[src/rtl/raster_pkg.sv]
package raster_pkg;
  typedef enum logic [1:0] {
    SEG_BACK   = 2'd0,
    SEG_ACTIVE = 2'd1,
    SEG_FRONT  = 2'd2,
    SEG_SYNC   = 2'd3
  } seg_e;

  localparam int CHAN_W = 8;
  localparam int NUM_CHAN = 3;
  localparam int NUM_BARS = 8;
  localparam int BAR_IDX_W = $clog2(NUM_BARS);
endpackage

[src/rtl/seg_counter.sv]
module seg_counter
  import raster_pkg::*;
#(
  parameter int BP   = 129,
  parameter int ACT  = 800,
  parameter int FP   = 32,
  parameter int SW   = 129,
  parameter int CW   = $clog2(BP + ACT + FP + SW),
  parameter int PW   = $clog2(ACT)
) (
  input  logic          clk,
  input  logic          rst,
  input  logic          adv_i,
  output logic [CW-1:0] cnt_o,
  output seg_e          seg_o,
  output logic          last_o,
  output logic [PW-1:0] pos_o
);
  localparam int TOTAL   = BP + ACT + FP + SW;
  localparam int ACT_END = BP + ACT;
  localparam int FP_END  = ACT_END + FP;

  logic [CW-1:0] cnt_q;

  assign last_o = (cnt_q == CW'(TOTAL - 1));

  always_ff @(posedge clk) begin
    if (rst) begin
      cnt_q <= '0;
    end else if (adv_i) begin
      cnt_q <= last_o ? '0 : cnt_q + 1'b1;
    end
  end

  always_comb begin
    if (int'(cnt_q) < BP) begin
      seg_o = SEG_BACK;
    end else if (int'(cnt_q) < ACT_END) begin
      seg_o = SEG_ACTIVE;
    end else if (int'(cnt_q) < FP_END) begin
      seg_o = SEG_FRONT;
    end else begin
      seg_o = SEG_SYNC;
    end
  end

  assign pos_o = (seg_o == SEG_ACTIVE) ? PW'(int'(cnt_q) - BP) : '0;
  assign cnt_o = cnt_q;


  wrap_chk: assert property (@(posedge clk) disable iff (rst)
    (adv_i && last_o) |=> (cnt_q == '0));


  step_chk: assert property (@(posedge clk) disable iff (rst)
    (adv_i && !last_o) |=> (cnt_q == $past(cnt_q) + 1'b1));


  hold_chk: assert property (@(posedge clk) disable iff (rst)
    !adv_i |=> $stable(cnt_q));
endmodule

[src/rtl/bar_pattern.sv]
module bar_pattern
  import raster_pkg::*;
#(
  parameter int H_ACTIVE = 800,
  parameter int XW       = $clog2(H_ACTIVE)
) (
  input  logic [XW-1:0]                x_i,
  input  logic                         de_i,
  output logic [NUM_CHAN*CHAN_W-1:0]   rgb_o
);
  localparam int BAR_W = (H_ACTIVE / NUM_BARS > 0) ? H_ACTIVE / NUM_BARS : 1;

  logic [BAR_IDX_W-1:0] idx;

  always_comb begin
    int q;
    q = int'(x_i) / BAR_W;
    idx = (q > NUM_BARS - 1) ? BAR_IDX_W'(NUM_BARS - 1) : BAR_IDX_W'(q);
  end

  // channel c (0 = blue, 1 = green, 2 = red) is lit when index bit c is clear
  for (genvar c = 0; c < NUM_CHAN; c++) begin : g_chan
    assign rgb_o[c*CHAN_W +: CHAN_W] = {CHAN_W{de_i & ~idx[c]}};
  end
endmodule

[src/rtl/raster_timing_gen.sv]
module raster_timing_gen
  import raster_pkg::*;
#(
  parameter int H_BACK   = 129,
  parameter int H_ACTIVE = 800,
  parameter int H_FRONT  = 32,
  parameter int H_SYNC   = 129,
  parameter int V_BACK   = 14,
  parameter int V_ACTIVE = 600,
  parameter int V_FRONT  = 1,
  parameter int V_SYNC   = 4,
  parameter bit HSYNC_ACTIVE_HIGH = 1'b1,
  parameter bit VSYNC_ACTIVE_HIGH = 1'b1,
  parameter int XW = $clog2(H_ACTIVE),
  parameter int YW = $clog2(V_ACTIVE)
) (
  input  logic          clk,
  input  logic          rst,
  output logic          hsync_o,
  output logic          vsync_o,
  output logic          de_o,
  output logic [XW-1:0] x_o,
  output logic [YW-1:0] y_o,
  output logic [23:0]   rgb_o
);
  localparam int H_TOTAL = H_BACK + H_ACTIVE + H_FRONT + H_SYNC;
  localparam int V_TOTAL = V_BACK + V_ACTIVE + V_FRONT + V_SYNC;
  localparam int HCW = $clog2(H_TOTAL);
  localparam int VCW = $clog2(V_TOTAL);

  logic [HCW-1:0] h_cnt;
  logic [VCW-1:0] v_cnt;
  seg_e           h_seg, v_seg;
  logic           h_last, v_last;
  logic           h_sync_raw, v_sync_raw;

  seg_counter #(
    .BP(H_BACK), .ACT(H_ACTIVE), .FP(H_FRONT), .SW(H_SYNC),
    .CW(HCW), .PW(XW)
  ) u_hcnt (
    .clk(clk), .rst(rst), .adv_i(1'b1),
    .cnt_o(h_cnt), .seg_o(h_seg), .last_o(h_last), .pos_o(x_o)
  );

  seg_counter #(
    .BP(V_BACK), .ACT(V_ACTIVE), .FP(V_FRONT), .SW(V_SYNC),
    .CW(VCW), .PW(YW)
  ) u_vcnt (
    .clk(clk), .rst(rst), .adv_i(h_last),
    .cnt_o(v_cnt), .seg_o(v_seg), .last_o(v_last), .pos_o(y_o)
  );

  assign de_o       = (h_seg == SEG_ACTIVE) && (v_seg == SEG_ACTIVE);
  assign h_sync_raw = (h_seg == SEG_SYNC);
  assign v_sync_raw = (v_seg == SEG_SYNC);

  if (HSYNC_ACTIVE_HIGH) begin : g_hs_hi
    assign hsync_o = h_sync_raw;
  end else begin : g_hs_lo
    assign hsync_o = ~h_sync_raw;
  end

  if (VSYNC_ACTIVE_HIGH) begin : g_vs_hi
    assign vsync_o = v_sync_raw;
  end else begin : g_vs_lo
    assign vsync_o = ~v_sync_raw;
  end

  bar_pattern #(.H_ACTIVE(H_ACTIVE), .XW(XW)) u_bars (
    .x_i(x_o), .de_i(de_o), .rgb_o(rgb_o)
  );


  frame_end_chk: assert property (@(posedge clk) disable iff (rst)
    (h_last && v_last) |=> (h_cnt == '0 && v_cnt == '0));


  v_hold_chk: assert property (@(posedge clk) disable iff (rst)
    !h_last |=> $stable(v_cnt));


  de_window_chk: assert property (@(posedge clk) disable iff (rst)
    de_o |-> (int'(x_o) < H_ACTIVE && int'(y_o) < V_ACTIVE));


  blank_rgb_chk: assert property (@(posedge clk) disable iff (rst)
    !de_o |-> (rgb_o == '0));


  sync_vs_de_chk: assert property (@(posedge clk) disable iff (rst)
    (hsync_o == HSYNC_ACTIVE_HIGH || vsync_o == VSYNC_ACTIVE_HIGH) |-> !de_o);
endmodule

[config.mk]
export PLATFORM = sky130hd
export DESIGN_NAME = raster_timing_gen
export DESIGN_NICKNAME = d
export VERILOG_FILES = /design/src/rtl/raster_pkg.sv /design/src/rtl/seg_counter.sv /design/src/rtl/bar_pattern.sv /design/src/rtl/raster_timing_gen.sv
export SDC_FILE = /design/constraint.sdc
export NUM_CORES = 1
export LEC_CHECK = 0
export ABC_AREA = 1
export CELL_PAD_IN_SITES_DETAIL_PLACEMENT = 0
export CELL_PAD_IN_SITES_GLOBAL_PLACEMENT = 2
export CORE_MARGIN = 2
export CORE_UTILIZATION = 27
export DETAILED_ROUTE_END_ITERATION = 7
export HOLD_SLACK_MARGIN = 0.05
export PLACE_DENSITY = 0.77
export SETUP_SLACK_MARGIN = 0.2
export SLEW_MARGIN = 0
export SYNTH_ARGS = -nofsm -noshare
export SYNTH_HDL_FRONTEND = slang
export SYNTH_SLANG_ARGS = --single-unit
[constraint.sdc]
create_clock -name clk -period 4.8 [get_ports clk]
set_input_delay 1.44 -clock clk [delete_from_list [all_inputs] [get_ports clk]]
set_output_delay 1.44 -clock clk [all_outputs]
set_load 0.03 [all_outputs]
==> impl_metrics.csv <==
group,metric,value,unit
worst_setup_path,path_buf_inv,5,
global_routing,grt_pass1_vias,2340,
worst_setup_path,rr_endpoint,"u_vcnt.cnt_o[8]$_SDFFE_PP0P_",
die,die_h,94.39,um
worst_setup_path,reg2regPathDepth,13,
placement,hpwl,4717,um
timing,timing.final.ws_setup,0.06364,ns
worst_setup_path,reg2reg_slack,2.37,ns
worst_setup_path,crit_top_cell,"nand3_4",
timing,final_hold_viol_count,0,
run,drv_cap,0,
layout,final_nets,423,
die,io_pins,49,
clocking,clk_path_buf_depth,2,
die,placementRows,32,
timing,setup_viol,0,
drt,drt_first_pass_iters,4,
layout,area.growth.synth_to_final,47.82,%
timing,rsz0062_at_grt,"true",
timing,worst_pin_slew,0.5575,ns
drt,drt_wl_total,6262,um
clocking,cts_made_buffers,3,
logic_synthesis,syn-mean-instance-area,6.339,um2
worst_setup_path,cp-end-kind,"output port",
clocking,clk_pin_slew,0.09,ns
power_and_ir_drop,vdd_drop_max,0.08748,mV
logic_synthesis,yosys.area.top_type,"dfxtp_1",
timing,maxSlewViolCount,0,
layout,regArea,452.9,um2
placement,dp_slack,0.03885,ns
drt,viasPerCell,4.697,
worst_setup_path,worstPathArrival,3.30,ns
logic_synthesis,synth_seq_area_share,19.06,%
worst_setup_path,critPathMaxFanout,8,
layout,final_cell_mix,"47 x nand2_1, 47 x nor2_1, 44 x buf_4, 38 x inv_1, 32 x clkdlybuf4s50_1",
layout,n_antenna_cell,0,
layout,fin_util,41.76,%
worst_setup_path,worstSetupStartpointType,"flop",
layout,fillers,837,
die,fp.dieW,94.39,um
die,die-area,0.008909,mm2
global_routing,grt_usage,14.55,%
timing,finClkSkew,0.01107,ns
die,initial_core_util,28.25,%
logic_synthesis,synth-seq-cells,21,
worst_setup_path,critPathRequiredTime,3.36,ns
clocking,cts.sinks,21,
logic_synthesis,ys_top_cells_by_area,"dfxtp_1 19%, nand2_1 9.5%, nor2_1 9.5%",
drt,wire_per_inst,12.16,um
hold_path,hp-class,"reg -> reg",
clocking,cts_tree,"yes",
placement,place_inst,478,
power_and_ir_drop,p_leak,1.491,nW
worst_setup_path,crit_type,"reg -> out",
drt,drt_iter0_drc,76,
logic_synthesis,synth_warnings,0,
logic_synthesis,synth_area,0.002206,mm2
worst_setup_path,path_delay_family,"simple AND/OR/NAND/NOR gates",
layout,drive_gt1_share,34.38,%
outcome,status,"finished clean",
timing,fmax,0.2111,GHz
hold_path,whs_endpoint,"u_vcnt.cnt_o[9]$_SDFFE_PP0P_",
hold_path,worstHoldStart,"u_vcnt.cnt_o[9]$_SDFFE_PP0P_",
layout,multiInputGateArea,0.001629,mm2
logic_synthesis,synthCells,348,
layout,fin_area,0.003261,mm2
layout,fin_cells,515,
timing,period_share,98.67,%
clocking,cts_max_level,1,
power_and_ir_drop,power_density,106.4,mW/mm2
drt,drc,0,
drt,num_vias,2419,
worst_setup_path,rr_startpoint,"u_hcnt.cnt_o[0]$_SDFF_PP0_",
logic_synthesis,synthesis.nets,357,
worst_setup_path,cp_slowest_stage_delay,0.37,ns
worst_setup_path,path_cells,"inv_6 > nand3_4 > nand3_4 > nand3_4 > inv_4 > nand3_4 > nand2_4 > inv_4 > a21oi_4 > ha_4 > o31ai_4 > buf_6 > nand4_1 > nand2_2 > nor2_4 > nand2_4 > nand3_4 > nor2_2 > nand2_1 > nand3_1 > nand2_2 > nor2_4 > buf_6",
worst_setup_path,slowest_stage,"dfxtp_4",
clocking,clock_insertion_delay_worst_skew,0.27,ns
timing,fin_crit,4.736,ns
global_routing,grt_max_degree,13,
clocking,cts_root_buf,"clkbuf_8",
global_routing,grt_pass1_wl,10540,um
timing,slew_headroom,62.49,%
drt,ant_nets,0,
placement,postPlaceCellArea,0.002644,mm2
placement,portBuffers,48,
logic_synthesis,synthDistinctLibCells,36,
global_routing,gr-total-overflow,0,
hold_path,holdPathStages,1,
die,core,0.007807,mm2
logic_synthesis,synth_top_cell_area_share,19.06,%
clocking,ctsHoldBuffers,0,
timing,tns,0,ns
global_routing,antenna_found_initial,0,
placement,place_congestion,0.8252,
==> routing by layer <==
| layer | global-route usage, % | part of all wire [%] | up-vias | wire length (um) |
|---|---|---|---|---|
| li1 | - | - | 1242 | - |
| met1 | 17.93 | 44 | 1112 | 2760 |
| met2 | 27.14 | 50 | 59 | 3118 |
| met3 | 1.596 | 5.0 | 6 | 316 |
| met4 | 3.140 | 1.1 | 0 | 67 |
| met5 | 0 | 0 | - | 0 |
==> layout make-up <==
| class | count | share of cell area (%) |
|---|---|---|
| clock inverter | 1 | 0.1535 |
| clock buffer | 3 | 1.266 |
| timing repair buffer | 87 | 24.02 |
| tap | 102 | 3.914 |
| inverter | 53 | 6.792 |
| sequential | 21 | 13.89 |
| multi-input combinational | 248 | 49.96 |
==> cell usage after synthesis, drive strengths merged <==
library cell and count:
nor3 13, o21ai 13, dfxtp 21, ha 7
nor2 66, nor3b 3, and3 1, clkbuf 1
xor2 11, o211ai 1, buf 25, a21oi 14
nor4 5, inv 53, o31ai 2, o21a 1
a31oi 1, nand2 69, xnor2 1, a22oi 1
nand4 13, nand3 25, a41oi 1
==> repair_timing <==
item / in CTS / in global routing
pin swaps: 30 / 11
gates resized for setup: 67 / 22
setup endpoints to repair: 24 / 24
setup buffers: 29 / 4
==> report_power, final <==
part,leakage (nW),total (W),internal (W),switching [W]
registers,0.177,0.000175,0.000173,0.00000274
clock network,0.0255,0.000119,0.0000579,0.0000613
logic,1.29,0.0000523,0.0000229,0.0000294
total,1.49,0.000347,0.000253,0.0000935
==> registers in the layout, indices dropped and copies added, names as in the netlist <==
signal        cells
u_hcnt.cnt_o     11
u_vcnt.cnt_o     10
==> worst register-to-register path, cell delays in order (launching register included) <==
cell     delay, ns
dfxtp_4       0.38
buf_4         0.13
ha_1          0.21
nand4_1       0.11
nor4_1        0.46
inv_1         0.12
nor2_1        0.18
nand3_1       0.14
nor2_1        0.12
inv_1         0.07
nor2_1        0.13
inv_1         0.07
o21ai_0       0.13
and3_1        0.16
==> stage by stage <==
step	total power, W	hold slack [ns]
final	0.0003469	0.5205
after global routing	0.0003659	0.5417
after CTS	0.0003471	0.5174
after detailed placement	0.0002158	0.4796
after global placement	0.0002162	0.4708
after floorplan	0.0002086	0.4448
==> logic make-up (layout without fill, tap and decap cells) <==
kind of cell | after synthesis | in the layout | share of synthesized area (%)
DFF | 21 | 21 | 19.06
AOI/OAI and AO/OA | 34 | 34 | 9.133
and+or+nand+nor | 195 | 195 | 45.43
xor gates and xnor gates | 12 | 12 | 4.765
buffers and inverters | 79 | 144 | 17.64
adders and majority gates | 7 | 7 | 3.970
==> how the worst max path moves through the flow <==
stage | startpoint | end | slack [ns] | depth (start not counted)
floorplan | u_hcnt.cnt_o[0]$_SDFF_PP0_ | rgb_o[1] | 0.22 | 22
global placement | u_hcnt.cnt_o[0]$_SDFF_PP0_ | rgb_o[0] | 0.1 | 22
detailed placement | u_hcnt.cnt_o[0]$_SDFF_PP0_ | rgb_o[0] | 0.04 | 22
CTS | u_hcnt.cnt_o[2]$_SDFF_PP0_ | rgb_o[0] | 0.009 | 21
global route | u_hcnt.cnt_o[0]$_SDFF_PP0_ | rgb_o[0] | -0.20 | 22
finish | u_hcnt.cnt_o[0]$_SDFF_PP0_ | rgb_o[7] | 0.06 | 23
Note: power is estimated with default switching activity, not from simulation.
